`config.mk`:
```
export PLATFORM = sky130hd
export DESIGN_NAME = dpc_parity_check
export DESIGN_NICKNAME = d
export VERILOG_FILES = /design/src/rtl/dpc_pkg.sv /design/src/rtl/dpc_cover_parity.sv /design/src/rtl/dpc_lag_line.sv /design/src/rtl/dpc_result_stage.sv /design/src/rtl/dpc_parity_check.sv
export SDC_FILE = /design/constraint.sdc
export NUM_CORES = 1
export LEC_CHECK = 0
export BUFFER_PORTS_ARGS = -buffer_cell sky130_fd_sc_hd__clkbuf_2
export CORE_MARGIN = 2
export CORE_UTILIZATION = 25
export CTS_CLUSTER_DIAMETER = 40
export DETAILED_ROUTE_END_ITERATION = 8
export PLACE_DENSITY = 0.59
export SLEW_MARGIN = 10
export SYNTH_ARGS = -nofsm -noshare
export SYNTH_HDL_FRONTEND = slang
export SYNTH_SLANG_ARGS = --single-unit
```
`constraint.sdc`:
```
create_clock -name clk -period 3.7 [get_ports clk]
set_input_delay 0.74 -clock clk [delete_from_list [all_inputs] [get_ports clk]]
set_output_delay 0.74 -clock clk [all_outputs]
set_load 0.1 [all_outputs]
```
`src/rtl/dpc_pkg.sv`:
```
// Package: shared types for the delayed parity checker.
// Assumes: three coverage sets, chosen by two configuration bits.
package dpc_pkg;

    // Which coverage set applies to the captured word.
    typedef enum logic [1:0] {
        SEL_FULL   = 2'd0,
        SEL_PAIR_A = 2'd1,
        SEL_PAIR_B = 2'd2
    } sel_mode_t;

    // Late-lag setting always means pair-B coverage; otherwise the pair bit picks.
    function automatic sel_mode_t decode_sel(input logic late, input logic pair);
        if (late)
            return SEL_PAIR_B;
        else if (pair)
            return SEL_PAIR_A;
        else
            return SEL_FULL;
    endfunction

endpackage

```
`src/rtl/dpc_cover_parity.sv`:
```
// Module: reduces the covered bits of a data word to one parity bit.
// Assumes: masks are static per mode; all three reductions run in parallel
// and the mode only steers the final mux, keeping select off the XOR trees.
module dpc_cover_parity
    import dpc_pkg::*;
#(
    parameter int                DATA_W    = 25,
    parameter logic [DATA_W-1:0] MASK_FULL = 25'h1FFFFB6,
    parameter logic [DATA_W-1:0] MASK_A    = 25'h0003FB6,
    parameter logic [DATA_W-1:0] MASK_B    = 25'h0001BBF
) (
    input  logic [DATA_W-1:0] d_in,
    input  sel_mode_t         mode,
    output logic              par_out
);

    localparam int NUM_MODES = 3;

    logic [NUM_MODES-1:0] mode_par;

    // One masked XOR reduction per coverage set.
    for (genvar m = 0; m < NUM_MODES; m++) begin : g_mode
        localparam logic [DATA_W-1:0] SET_MASK =
            (m == 0) ? MASK_FULL : ((m == 1) ? MASK_A : MASK_B);
        assign mode_par[m] = ^(d_in & SET_MASK);
    end

    // Pick the reduction belonging to the active mode.
    always_comb begin
        case (mode)
            SEL_PAIR_A: par_out = mode_par[1];
            SEL_PAIR_B: par_out = mode_par[2];
            default:    par_out = mode_par[0];
        endcase
    end

endmodule

```
`src/rtl/dpc_lag_line.sv`:
```
// Module: shift line holding the data parity of the last DEPTH edges.
// Assumes: taps[i] holds the parity captured i+1 edges before the current edge.
module dpc_lag_line #(
    parameter int DEPTH = 2
) (
    input  logic             clk,
    input  logic             rst_n,
    input  logic             bit_in,
    output logic [DEPTH-1:0] taps
);

    for (genvar i = 0; i < DEPTH; i++) begin : g_stage
        if (i == 0) begin : g_head
            // Capture the newest data parity.
            always_ff @(posedge clk) begin
                if (!rst_n) taps[0] <= 1'b0;
                else        taps[0] <= bit_in;
            end
        end else begin : g_tail
            // Age the history by one edge.
            always_ff @(posedge clk) begin
                if (!rst_n) taps[i] <= 1'b0;
                else        taps[i] <= taps[i-1];
            end
        end
    end

endmodule

```
`src/rtl/dpc_result_stage.sv`:
```
// Module: registers the compare result and stretches the error flag.
// Assumes: freeze holds every register here, including the hold count;
// a mismatch always reloads the full hold time.
module dpc_result_stage #(
    parameter int HOLD_CYC = 2
) (
    input  logic clk,
    input  logic rst_n,
    input  logic freeze,
    input  logic mismatch,
    output logic ppo,
    output logic err_n
);

    localparam int                CNT_W  = $clog2(HOLD_CYC + 1);
    localparam logic [CNT_W-1:0]  RELOAD = CNT_W'(HOLD_CYC - 1);

    logic [CNT_W-1:0] hold_cnt;

    // Latch the partial-parity result at each ungated compare.
    always_ff @(posedge clk) begin
        if (!rst_n)       ppo <= 1'b0;
        else if (!freeze) ppo <= mismatch;
    end

    // Drive the flag low on a mismatch and keep it low for the hold time.
    always_ff @(posedge clk) begin
        if (!rst_n) begin
            err_n    <= 1'b1;
            hold_cnt <= '0;
        end else if (!freeze) begin
            if (mismatch) begin
                err_n    <= 1'b0;
                hold_cnt <= RELOAD;
            end else if (hold_cnt != '0) begin
                hold_cnt <= hold_cnt - 1'b1;
            end else begin
                err_n    <= 1'b1;
            end
        end
    end

endmodule

```
`src/rtl/dpc_parity_check.sv`:
```
// Module: top of the delayed parity checker.
// Assumes: data is sampled on every rising edge; the parity input for a
// word arrives LAG_EARLY or LAG_LATE edges later, per cfg_late at the
// comparing edge; the coverage set follows the configuration at capture.
module dpc_parity_check
    import dpc_pkg::*;
#(
    parameter int                DATA_W    = 25,
    parameter int                LAG_EARLY = 1,
    parameter int                LAG_LATE  = 2,
    parameter int                HOLD_CYC  = 2,
    parameter logic [DATA_W-1:0] MASK_FULL = 25'h1FFFFB6,
    parameter logic [DATA_W-1:0] MASK_A    = 25'h0003FB6,
    parameter logic [DATA_W-1:0] MASK_B    = 25'h0001BBF
) (
    input  logic              clk,
    input  logic              rst_n,
    input  logic [DATA_W-1:0] d_in,
    input  logic              par_in,
    input  logic              cs_a_n,
    input  logic              cs_b_n,
    input  logic              cfg_late,
    input  logic              cfg_pair,
    output logic              ppo,
    output logic              err_n
);

    localparam int LAG_DEPTH = (LAG_LATE > LAG_EARLY) ? LAG_LATE : LAG_EARLY;

    sel_mode_t            sel_mode;
    logic                 data_par;
    logic [LAG_DEPTH-1:0] par_taps;
    logic                 due_par;
    logic                 freeze;
    logic                 mismatch;

    // Decode the coverage set from the configuration pins.
    assign sel_mode = decode_sel(cfg_late, cfg_pair);

    dpc_cover_parity #(
        .DATA_W    (DATA_W),
        .MASK_FULL (MASK_FULL),
        .MASK_A    (MASK_A),
        .MASK_B    (MASK_B)
    ) u_cover (
        .d_in    (d_in),
        .mode    (sel_mode),
        .par_out (data_par)
    );

    dpc_lag_line #(
        .DEPTH (LAG_DEPTH)
    ) u_lag (
        .clk    (clk),
        .rst_n  (rst_n),
        .bit_in (data_par),
        .taps   (par_taps)
    );

    // Pick the stored parity that lines up with the arriving parity bit.
    assign due_par  = cfg_late ? par_taps[LAG_LATE-1] : par_taps[LAG_EARLY-1];
    assign mismatch = par_in ^ due_par;
    assign freeze   = cs_a_n & cs_b_n;

    dpc_result_stage #(
        .HOLD_CYC (HOLD_CYC)
    ) u_result (
        .clk      (clk),
        .rst_n    (rst_n),
        .freeze   (freeze),
        .mismatch (mismatch),
        .ppo      (ppo),
        .err_n    (err_n)
    );

endmodule

```
==> results of run 1 <==
-- tightest hold or removal path: stages, from the launching register on --
cell and delay [ps]:
sky130_fd_sc_hd__dfxtp_1 300, sky130_fd_sc_hd__nand2_1 50, sky130_fd_sc_hd__a21oi_1 50
-- kinds of logic (layout without fill, tap and decap cells) --
family | Yosys count | after routing | share of synthesized area (%)
xor+xnor | 21 | 21 | 47.7
simple gates | 12 | 12 | 11.0
compound gates | 9 | 9 | 11.9
flops | 6 | 6 | 21.9
buf+inv | 5 | 40 | 3.43
fa+ha+maj | 1 | 1 | 2.28
mux | 1 | 1 | 1.83
-- final cells by class --
type / count / area share [%]
clock buffer: 3 / 2.95
multi-input combinational: 44 / 53.5
timing repair buffer: 32 / 20.9
sequential: 6 / 15.7
inverter: 5 / 2.45
tap: 27 / 4.42
-- per-stage QoR --
| step | worst slack, ps | utilization [%] | hold WS [ps] | instances | power (W) |
|---|---|---|---|---|---|
| 5_1_grt | 1690 | 37.8 | 477 | 117 | 0.000336 |
| 6_report | 1760 | 37.8 | 452 | 117 | 0.000315 |
| 3_3_place_gp | 1540 | 36.7 | 444 | 114 | 0.000254 |
| 2_1_floorplan | 1690 | - | 429 | 55 | 0.000220 |
| 3_5_place_dp | 1510 | 36.7 | 449 | 114 | 0.000257 |
| 4_1_cts | 1750 | 37.8 | 456 | 117 | 0.000320 |
-- power by group --
part	leakage, nW	internal (W)	switching (W)
Clock	0.0138	0.0000366	0.0000226
Combinational	0.332	0.0000851	0.0000868
Sequential	0.0497	0.0000785	0.00000506
Total	0.395	0.000200	0.000114
-- path summary, 6_finish.rpt --
check             slack, ps  cells after the start                    to
setup reg to reg       2510                      4  u_result.hold_cnt[0]
setup / recovery       1760                      6         u_lag.taps[0]
hold / removal          450                      2          u_result.ppo
hold reg to reg         450                      2          u_result.ppo
-- layout by cell type, fill, tap and decap left out --
cell type	instances
sky130_fd_sc_hd__mux2i_1	1
sky130_fd_sc_hd__xor2_1	4
sky130_fd_sc_hd__xnor3_4	2
sky130_fd_sc_hd__o211ai_2	1
sky130_fd_sc_hd__a21oi_1	3
sky130_fd_sc_hd__dfxtp_1	6
sky130_fd_sc_hd__nand2_1	4
sky130_fd_sc_hd__clkbuf_2	32
sky130_fd_sc_hd__a21o_1	2
sky130_fd_sc_hd__a2bb2oi_1	1
sky130_fd_sc_hd__nor2_1	2
sky130_fd_sc_hd__xnor2_2	2
sky130_fd_sc_hd__nand4_1	1
sky130_fd_sc_hd__and2_1	2
sky130_fd_sc_hd__or3_1	1
sky130_fd_sc_hd__xnor2_1	11
sky130_fd_sc_hd__clkbuf_4	3
sky130_fd_sc_hd__o41ai_1	1
sky130_fd_sc_hd__nor2b_1	1
sky130_fd_sc_hd__xnor3_1	2
sky130_fd_sc_hd__o21ai_0	1
sky130_fd_sc_hd__inv_1	5
sky130_fd_sc_hd__nor4_1	1
sky130_fd_sc_hd__ha_1	1
-- flip-flops by register name, summed over array words and instances (netlist names) --
name and cells:
u_lag.taps 2, u_result.ppo 1, u_result.err_n 1, u_result.hold_cnt 2
-- per-layer routing --
metal / global-route usage (%) / wire [um]
met5: 0 / 0
met4: 2.70 / 0
met3: 4.68 / 78
met2: 14.5 / 502
met1: 8.71 / 418
==> results, run 1 <==
- The sequential-to-total area share from yosys stat is between 20% and 30%.
- Setup repair after global routing left no endpoint under its margin.
- The max-slew violation count came to 0.
- The largest total area in the synthesized netlist belongs to sky130_fd_sc_hd__dfxtp_1.
- The floorplan step set the die width to roughly 51 um.
- The number of global-route vias before repair came to between 400 and 500.
- Buffers inserted during clock tree synthesis total 3.
- TritonCTS built the clock tree.
- The number of buffers added on ports is 32.
- Counting flops with a built-in enable in the synthesized netlist gives 0.
- The critical path endpoint category is a flip-flop.
- The most frequent cell on the critical path is sky130_fd_sc_hd__xnor2_1.
- IR analysis of the VDD net gives a maximum drop of between 200 and 250 uV.
- The mean post-synth cell area is 9.96 um^2.
- For this design the static power due to leakage is 0.395 nW.
- The launch point of the worst hold path is u_result.ppo.
- Dividing the detail-routed via count by the number of cells gives about 4.2.
- The count of final hold-check violations is 0.
- In the synthesized netlist, the cells that appear most often are sky130_fd_sc_hd__xnor2_1, sky130_fd_sc_hd__dfxtp_1, sky130_fd_sc_hd__inv_1.
- In the finished design, the share of the clock period the worst path needs comes to a little over half.
- Once the floorplan was initialized, standard cells occupied 27.1% of the core.
- The antenna cell count is 0.
- The filler cells instantiated in the layout total 217.
- The synthesized design devotes to its leading area cell type around 22% of total area.
- By startpoint and endpoint, the worst setup path is classified as in -> reg.
- The tree built by TritonCTS fans out to 6 sinks.
- The final estimated routing congestion in global placement is 0.677.
- STA puts the critical path data arrival time at 2100 ps.
- The residual antenna-violating net count after detailed routing is 0.
- The cell area after synthesis is 548 um^2.
- The core region is ~2000 um^2.
- The share of cells above drive strength 1 is 44.4%.
- The number of instances resized during post-cts repair is 0.
- The average wire per standard cell is roughly 8.5 um.
- The critical path startpoint category is an input port.
- The half-perimeter wire length after placement is ~870 um.
- The count of buffer and inverter cells on the critical path is 1.
- The number of buffers added to fix hold violations after cts is 0.
- In the synthesized netlist, the number of instances is 55.
- At the worst endpoint, the required time is ~3900 ps.
- The largest single stage delay on the critical path is 500 ps.
- The synthesized design contains 6 register bits.
- The routed wire length is around 1000 um.
- The number of nets in the synthesized netlist is 88.
- The max-cap check violation count is 0.
- After detailed routing, the number of remaining DRC violations is 0.
- The combined area of the multi-input logic cells is a little over 400 um^2.
- The detailed router placed around 490 vias in this run.
- The cell with the largest stage delay on the worst path is sky130_fd_sc_hd__xnor3_4.
- The total number of yosys warnings is 0.
- In this run the core area contains 16 standard-cell rows.
- The first-pass GRT wire length is about 1.6 mm.
- The post-CTS setup buffer count is 0.
- The violation count after the first detailed-routing iteration is 9.
- Pin placement for this block handled 34 I/O pins.
- The highest clock rate is 516 MHz.
- The die is roughly 50 um tall.
- In this run the worst setup path begins at d_in[14].
- The commonest register cell after synthesis is sky130_fd_sc_hd__dfxtp_1.
- The post-route clock skew is around 5.9 ps.
- The top fanout value on the critical path is 2.
- By area the synthesized netlist is led by sky130_fd_sc_hd__dfxtp_1, sky130_fd_sc_hd__xnor2_1, sky130_fd_sc_hd__xnor3_4, sky130_fd_sc_hd__xnor3_1, sky130_fd_sc_hd__xor2_1.
- The launch point of the worst reg-to-reg path is u_result.hold_cnt[0].
- For the pin with the worst max-slew slack, the measured transition is ~540 ps.
- Among cell families on the critical path, the largest total delay comes from XOR/XNOR gates.
- The pin count of the biggest net entering global routing is 6.
- The worst min-delay path category is reg -> reg.
- The areal power density over the cells is between 400 and 500 nW/um^2.
- In this run the clock root is driven by a sky130_fd_sc_hd__clkbuf_4.
- The area growth from synthesis to layout is 39.5%.
- The insertion delay to the later sink of the worst-skew pair is between 200 and 250 ps.
- The headroom to the max-slew limit is between 60% and 70%.
- The most frequent cell after synthesis is sky130_fd_sc_hd__xnor2_1.
- In the final design database the tool counted 125 nets.
- The post-layout instance area is 764 um^2.
- Global routing used under 10% of the available tracks.
- After layout, the minimum clock period comes to 1940 ps.
- The post-place instance area is ~740 um^2.
- The sequential cells in the finished layout cover a total of 120 um^2.
- The distinct cell type count after synthesis is 22.
- The run finished with clean final reports.
- The final setup violation count is 0.
- Before antenna repair, the detailed router went through 3 iterations.
- The number of H-tree levels is 1.
- After clock tree synthesis, the clock-pin slew on the worst setup and hold paths is 50 ps.
- The initial antenna violation count is 0.
- The die covers ~2600 um^2.
- In the synthesized netlist the async set-or-reset flop fraction comes to 0%.
- The remaining global-route overflow is 0.
- For the final routed database, the setup TNS stands at 0 ps.
- Walking the worst path, the cells encountered are clkbuf_2 -> xnor2_1 -> xnor2_1 -> xnor3_4 -> or3_1 -> o211ai_2.
- No sink is reached through more buffers than the 2 on the longest clock path.
Power figures use the tool's default switching activity.
==> run 2, diff against run 1 <==
==> constraint.sdc (replaced) <==
create_clock -name clk -period 1.9 [get_ports clk]
set_input_delay 0.38 -clock clk [delete_from_list [all_inputs] [get_ports clk]]
set_output_delay 0.38 -clock clk [all_outputs]
set_load 0.1 [all_outputs]
==> results, run 2 (synthesis gave the netlist of run 1 again) <==
- The half-perimeter wire length after placement is 901 um (+3.4%).
- The combined area of the multi-input logic cells came to 409 um^2 (unchanged).
- The worst-margin pin slew is 539 ps (-4.13 ps).
- The number of buffers added on ports is 32 (unchanged).
- The required time at the endpoint of the critical path is 2070 ps (-1800 ps).
- The post-CTS setup buffer count was 0 (unchanged).
- The first-pass GRT wire length is 1.64 mm (+2.2%).
- The final-layout setup total negative slack was 0 ps (unchanged).
- The areal power density over the cells is 802 nW/um^2 (+95%).
- The total routing usage reported by global routing is 8.75% (+0.32 points).
- The max-slew violation count is 0 (unchanged).
- The largest registers in the layout are u_lag.taps: 2 flops, u_result.hold_cnt: 2 flops.
- The tree is rooted in a sky130_fd_sc_hd__clkbuf_4.
- The count of final hold-check violations is 0 (unchanged).
- The number of cells on the critical path is 6 (unchanged).
- The peak ir drop on the vdd network is 550 uV (+140%).
- STA classifies the critical path startpoint as an input port.
- The most frequent cell on the critical path is sky130_fd_sc_hd__xnor2_1.
- The number of buffers added to fix hold violations after cts was 0 (unchanged).
- The antenna cell count is 0 (unchanged).
- The flip-flop and latch area was 120 um^2 (unchanged).
- The net count of the finished layout is 125 (unchanged).
- The pin count of the biggest net entering global routing is 6 (unchanged).
- The clock tree from TritonCTS is built.
- The number of sinks on the clock net is 6 (unchanged).
- The post-route minimum period is 1580 ps.
- The largest stage delay on the critical path is 500 ps (about the same).
- The first-pass detailed-route iteration total is 3 (unchanged).
- The floorplan row count was 16 (unchanged).
- The residual antenna-violating net count after detailed routing is 0 (unchanged).
- The CTS clock-pin slew for the worst setup and hold paths is 50 ps (about the same).
- The library cell used most frequently in the layout, excluding fill and tap cells, is sky130_fd_sc_hd__clkbuf_2.
- Among all stages on the critical path, the largest delay is contributed by sky130_fd_sc_hd__xnor3_4.
- The depth of the worst hold-timing path was 3 (+1).
- The overall power after layout is 0.000613 W (+95%).
- The remaining global-route overflow came to 0 (unchanged).
- The area of the core came to 2020 um^2 (unchanged).
- The clock buffer count from CTS is 3 (unchanged).
- The number of vias per cell is 4.26 (+1.6%).
- The insertion delay to the later sink of the worst-skew pair is 250 ps (about the same).
- The initial antenna violation count came to 0 (unchanged).
- The initial standard-cell utilization of the core came to 27.1% (unchanged).
- The flow ran to the end, and the final reports show no timing, DRC or antenna violations.
- The max-cap check violation count is 0 (unchanged).
- The final estimated routing congestion in global placement is 0.677 (about the same).
- The category of the critical setup timing path is in -> reg.
- The violation count after the first detailed-routing iteration is 6 (-3).
- The headroom to the max-slew limit is 64.2% (+0.27 points).
- The final setup violation count was 0 (unchanged).
- The horizontal extent of the die came to 50.8 um (unchanged).
- The number of instances resized during post-cts repair is 0 (unchanged).
- Setup repair after global routing left no endpoint under its margin.
- The overall die area was 2580 um^2 (unchanged).
- The post-layout instance area is 764 um^2 (unchanged).
- The worst-case clock buffer depth is 2 (unchanged).
- The arrival time at the worst endpoint is 1750 ps (-350 ps).
- The area growth from synthesis to layout is 39.5% (unchanged).
- The total leakage power is 0.395 nW (unchanged).
- The number of fill cells in the layout is 231 (+6.5%).
- Walking the worst path, the cells encountered are clkbuf_2 -> xnor2_1 -> xnor2_1 -> xnor3_4 -> or3_1 -> o211ai_2.
- The count of buffer and inverter cells on the critical path is 1 (unchanged).
- STA classifies the critical path endpoint as a flip-flop.
- The path depth of the worst reg2reg path was 4 (unchanged).
- The post-route clock skew came to 6.91 ps (+1.00 ps).
- The number of primary I/O pins was 34 (unchanged).
- The routed wire length is 1.01 mm (+0.90%).
- The number of global-route vias before repair is 440 (+2.6%).
- The worst min-delay path category is in -> reg.
- The post-place instance area is 742 um^2 (unchanged).
- The total placed cells including tap cells is 114 (unchanged).
- The number of H-tree levels is 1 (unchanged).
- The average wire per standard cell came to 8.62 um (+0.90%).
- The part of the cycle the worst path needs is 83.2%.
- The highest clock rate is between 600 and 700 MHz.
- The share of cells above drive strength 1 is 44.4% (unchanged).
- The total number of vias came to 499 (+1.6%).
- The non-filler instance count after layout is 117 (unchanged).
- The DRC violation count after routing is 0 (unchanged).
- The final core area utilization is 37.8% (unchanged).
- The top cell types in the final layout, fill and taps aside, are sky130_fd_sc_hd__clkbuf_2, sky130_fd_sc_hd__xnor2_1, sky130_fd_sc_hd__dfxtp_1, sky130_fd_sc_hd__inv_1.
- The dominant delay contributor by cell family on the critical path is XOR/XNOR gates.
- The top fanout value on the critical path is 2 (unchanged).
- The vertical die dimension is 50.8 um (unchanged).
-- run 2: cell counts in the layout (fill, tap and decap cells not counted) --
Identical to the previous run, type by type.
-- run 2: where the power goes --
part	switching [W]	total, W	internal, W
registers	0.0000101	0.000163	0.000153
logic	0.000167	0.000333	0.000166
clock network	0.0000460	0.000117	0.0000714
total	0.000224	0.000613	0.000390
-- run 2: cell type report --
class,instances,share of cell area [%]
clock buffers,3,2.95
repair buffers,32,20.9
inverters,5,2.45
multi-input cells,44,53.5
well taps,27,4.42
flip-flops and latches,6,15.7
-- run 2: path summary, 6_finish.rpt --
| path | slack, ps | end | start |
|---|---|---|---|
| min | 420 | u_result.hold_cnt[0] | rst_n |
| max reg2reg | 720 | u_result.hold_cnt[0] | u_result.hold_cnt[0] |
| max | 320 | u_lag.taps[0] | d_in[14] |
| min reg2reg | 470 | u_lag.taps[1] | u_lag.taps[0] |
-- run 2: stage by stage --
step | worst slack [ps] | hold slack (ps)
global route | 257 | 433
global placement | 97.5 | 444
detailed placement | 73.7 | 460
CTS | 300 | 433
floorplan | 249 | 429
finish | 318 | 419
-- run 2: routing by layer --
metal  vias to the layer above  global-route usage, %  share of wire, %
met3                         2                   4.39               9.7
met1                       220                   8.91                39
met4                         0                   2.70              0.99
met5                         -                      0                 0
li1                        256                      -                 -
met2                        21                   15.6                50
-- run 2: worst reg2reg max path: stages, from the launching register on --
cell and delay (ps):
sky130_fd_sc_hd__dfxtp_1 300, sky130_fd_sc_hd__inv_1 60, sky130_fd_sc_hd__ha_1 240, sky130_fd_sc_hd__o41ai_1 390, sky130_fd_sc_hd__a21oi_1 70
==> run 3, diff against run 2 <==
--- a/config.mk
+++ b/config.mk
@@ -5,12 +5,13 @@
 export SDC_FILE = /design/constraint.sdc
 export NUM_CORES = 1
 export LEC_CHECK = 0
+export ABC_AREA = 1
 export BUFFER_PORTS_ARGS = -buffer_cell sky130_fd_sc_hd__clkbuf_2
 export CORE_MARGIN = 2
 export CORE_UTILIZATION = 25
 export CTS_CLUSTER_DIAMETER = 40
 export DETAILED_ROUTE_END_ITERATION = 8
-export PLACE_DENSITY = 0.59
+export PLACE_DENSITY = 0.56
 export SLEW_MARGIN = 10
 export SYNTH_ARGS = -nofsm -noshare
 export SYNTH_HDL_FRONTEND = slang
==> constraint.sdc (replaced) <==
create_clock -name clk -period 1.4 [get_ports clk]
set_input_delay 0.28 -clock clk [delete_from_list [all_inputs] [get_ports clk]]
set_output_delay 0.28 -clock clk [all_outputs]
set_load 0.1 [all_outputs]
==> results, run 3 <==
- The net count after synthesis is 177 (+100%).
- The number of global-route vias before repair came to 671 (+53%).
- The half-perimeter wire length after placement came to 1.23 mm (+37%).
- The initial standard-cell utilization of the core came to 25.8% (-1.3 points).
- The headroom to the max-slew limit is 81.5% (+17 points).
- The largest stage delay on the critical path is 300 ps (-200 ps).
- The remaining global-route overflow is 0 (unchanged).
- The total placed cells including tap cells is 210 (+84%).
- In this design, the largest share of critical-path delay is due to flip-flops.
- The max-slew violation count is 0 (unchanged).
- The commonest cells after synthesis are sky130_fd_sc_hd__nand2_1, sky130_fd_sc_hd__inv_1, sky130_fd_sc_hd__nand3_1.
- The final setup violation count is 0 (unchanged).
- Among all flip-flop cells after synthesis, the most frequent one is sky130_fd_sc_hd__dfxtp_1.
- The first-pass GRT wire length is 2.35 mm (+43%).
- The total leakage power is 0.653 nW (+65%).
- The critical path goes through mux2_2 -> xnor2_1 -> nor2_1 -> inv_2 -> nand2_1 -> a21oi_1.
- The floorplan row count is 20 (+4).
- The share of cells above drive strength 1 came to 26.7% (-18 points).
- The sequential-to-total area share from yosys stat was 15.5% (-6.4 points).
- The overall die area came to 3560 um^2 (+38%).
- The distinct cell type count after synthesis came to 16 (-27%).
- The DRC violation count after routing was 0 (unchanged).
- The clock buffer count from CTS is 3 (unchanged).
- The worst min-delay path category is in -> reg.
- The routed wire length came to 1.39 mm (+38%).
- The areal power density over the cells came to 758 nW/um^2 (-5.5%).
- The number of buffers added to fix hold violations after cts is 0 (unchanged).
- The final-layout setup total negative slack is 0 ps (unchanged).
- The proportion of netlist area held by the largest area contributor is 30.0% (+8.1 points).
- The post-route clock skew is 3.61 ps (-3.30 ps).
- The total number of yosys warnings is 0 (unchanged).
- The number of H-tree levels is 1 (unchanged).
- The count of buffer and inverter cells on the critical path is 1 (unchanged).
- The number of fill cells in the layout is 346 (+50%).
- STA classifies the critical path endpoint as a flip-flop.
- The first-pass detailed-route iteration total is 6 (+3).
- The worst setup path is of the reg -> reg kind.
- After layout, the minimum clock period comes to around 1100 ps.
- The mean post-synth cell area is 5.38 um^2 (-46%).
- The number of buffers added on ports is 32 (unchanged).
- Setup repair after global routing left no endpoint under its margin.
- The area growth from synthesis to layout is 32.1%.
- The top fanout value on the critical path is 3 (+1).
- TritonCTS built the clock tree.
- The flow ran to the end, and the final reports show no timing, DRC or antenna violations.
- The part of the cycle the worst path needs is 81.5%.
- The antenna cell count is 0 (unchanged).
- The cell area after synthesis is 774 um^2 (+41%).
- The number of instances resized during post-cts repair is 0 (unchanged).
- The number of sinks on the clock net is 6 (unchanged).
- In the final layout, the registers with the most flip-flops are u_lag.taps: 2 flops, u_result.hold_cnt: 2 flops.
- The max-cap check violation count is 0 (unchanged).
- The CTS clock-pin slew for the worst setup and hold paths is 50 ps (about the same).
- The total routing usage reported by global routing came to 8.46% (-0.29 points).
- The clock root buffer is sky130_fd_sc_hd__clkbuf_4.
- The number of flops mapped to enable cells by yosys is 0 (unchanged).
- The post-synthesis cell type with the largest combined area is sky130_fd_sc_hd__nand2_1.
- The combined area of the multi-input logic cells came to 534 um^2 (+31%).
- The setup slack of the worst register-to-register path is 260 ps (-460 ps).
- The number of vias per cell is 3.96 (-7.1%).
- The residual antenna-violating net count after detailed routing is 0 (unchanged).
- The non-filler instance count after layout was 213 (+82%).
- The cell with the largest stage delay on the worst path is sky130_fd_sc_hd__dfxtp_1.
- The count of final hold-check violations came to 0 (unchanged).
- The required time at the endpoint of the critical path was 1530 ps (-540 ps).
- The insertion delay to the later sink of the worst-skew pair came to 240 ps (about the same).
- The highest clock rate is 877 MHz.
- The most common cell in the synthesized netlist is sky130_fd_sc_hd__nand2_1.
- The number of primary I/O pins is 34 (unchanged).
- The flip-flop and latch area came to 120 um^2 (unchanged).
- The area of the core is 3000 um^2 (+49%).
- The worst-margin pin slew is 279 ps (-260 ps).
- The average wire per standard cell is 6.52 um (-24%).
- In the layout the commonest cells are sky130_fd_sc_hd__nand2_1, sky130_fd_sc_hd__clkbuf_2, sky130_fd_sc_hd__inv_1, sky130_fd_sc_hd__nand3_1, sky130_fd_sc_hd__xor2_1.
- The post-CTS setup buffer count came to 0 (unchanged).
- The final estimated routing congestion in global placement came to 0.771 (+14%).
- The initial antenna violation count was 0 (unchanged).
- The worst-case clock buffer depth was 2 (unchanged).
- The most common cell after layout, fill and taps aside is sky130_fd_sc_hd__nand2_1.
- The worst setup path is launched from a flip-flop.
- The flip-flop and latch count after synthesis came to 6 (unchanged).
- The post-synthesis cell count is 144 (+160%).
- The total number of vias is 844 (+69%).
- The violation count after the first detailed-routing iteration is 9 (+3).
- The peak ir drop on the vdd network is 176 uV (-68%).
- The net count of the finished layout is 215 (+72%).
- The proportion of synthesized flip-flops having asynchronous set or reset came to 0% (unchanged).
- The horizontal extent of the die was 59.7 um (+17%).
- In the post-synthesis netlist, the biggest area contributors are sky130_fd_sc_hd__nand2_1, sky130_fd_sc_hd__dfxtp_1, sky130_fd_sc_hd__inv_1, sky130_fd_sc_hd__xor2_1, sky130_fd_sc_hd__nand3_1.
- The vertical die dimension is 59.7 um (+17%).
- The pin count of the biggest net entering global routing came to 5 (-1).
- The arrival time at the worst endpoint was 1270 ps (-480 ps).
-- run 3: area by class of cell --
class	instances	area share (%)
clock buffers	3	2.20
inverters	32	11.7
multi-input cells	106	52.2
flip-flops and latches	6	11.7
well taps	33	4.03
repair buffers	33	18.1
-- run 3: routing by layer --
metal,global-route usage [%],vias to the layer above,part of all wire (%)
met2,13.5,19,43
met4,5.71,0,1.2
met5,0,-,0
met3,0.866,2,5.3
met1,10.6,323,51
li1,-,500,-
-- run 3: kinds of logic after synthesis --
| kind of cell | Yosys count | share of synthesized area (%) |
|---|---|---|
| buf+inv | 32 | 15.5 |
| compound gates | 6 | 4.36 |
| flops | 6 | 15.5 |
| xor+xnor | 14 | 15.8 |
| fa+ha+maj | 1 | 1.62 |
| mux | 1 | 1.45 |
| simple gates | 84 | 45.7 |
-- run 3: metrics by stage --
stage	total power [W]	worst slack [ps]	hold slack, ps	util, %	area [um^2]
floorplan	0.000510	152	356	-	774
global placement	0.000624	55.3	418	33.3	1000
detailed placement	0.000626	52.9	422	33.3	1000
CTS	0.000792	255	235	34.1	1020
global route	0.000857	145	242	34.1	1020
finish	0.000776	260	244	34.1	1020
-- run 3: worst paths after layout --
check                     start                    to  depth (start not counted)
setup / recovery  u_lag.taps[0]  u_result.hold_cnt[1]                          6
hold / removal            rst_n        u_result.err_n                          2
setup reg to reg  u_lag.taps[0]  u_result.hold_cnt[1]                          6
hold reg to reg   u_lag.taps[0]         u_lag.taps[1]                          2
-- run 3: worst register-to-register path: stages, from the launching register on --
cell,delay [ps]
sky130_fd_sc_hd__dfxtp_1,300
sky130_fd_sc_hd__mux2_2,270
sky130_fd_sc_hd__xnor2_1,140
sky130_fd_sc_hd__nor2_1,150
sky130_fd_sc_hd__inv_2,60
sky130_fd_sc_hd__nand2_1,60
sky130_fd_sc_hd__a21oi_1,50
-- run 3: power by group --
part / switching [W] / total [W] / internal, W
clock network: 0.0000597 / 0.000157 / 0.0000968
registers: 0.0000100 / 0.000206 / 0.000196
logic: 0.000246 / 0.000414 / 0.000168
total: 0.000316 / 0.000776 / 0.000460
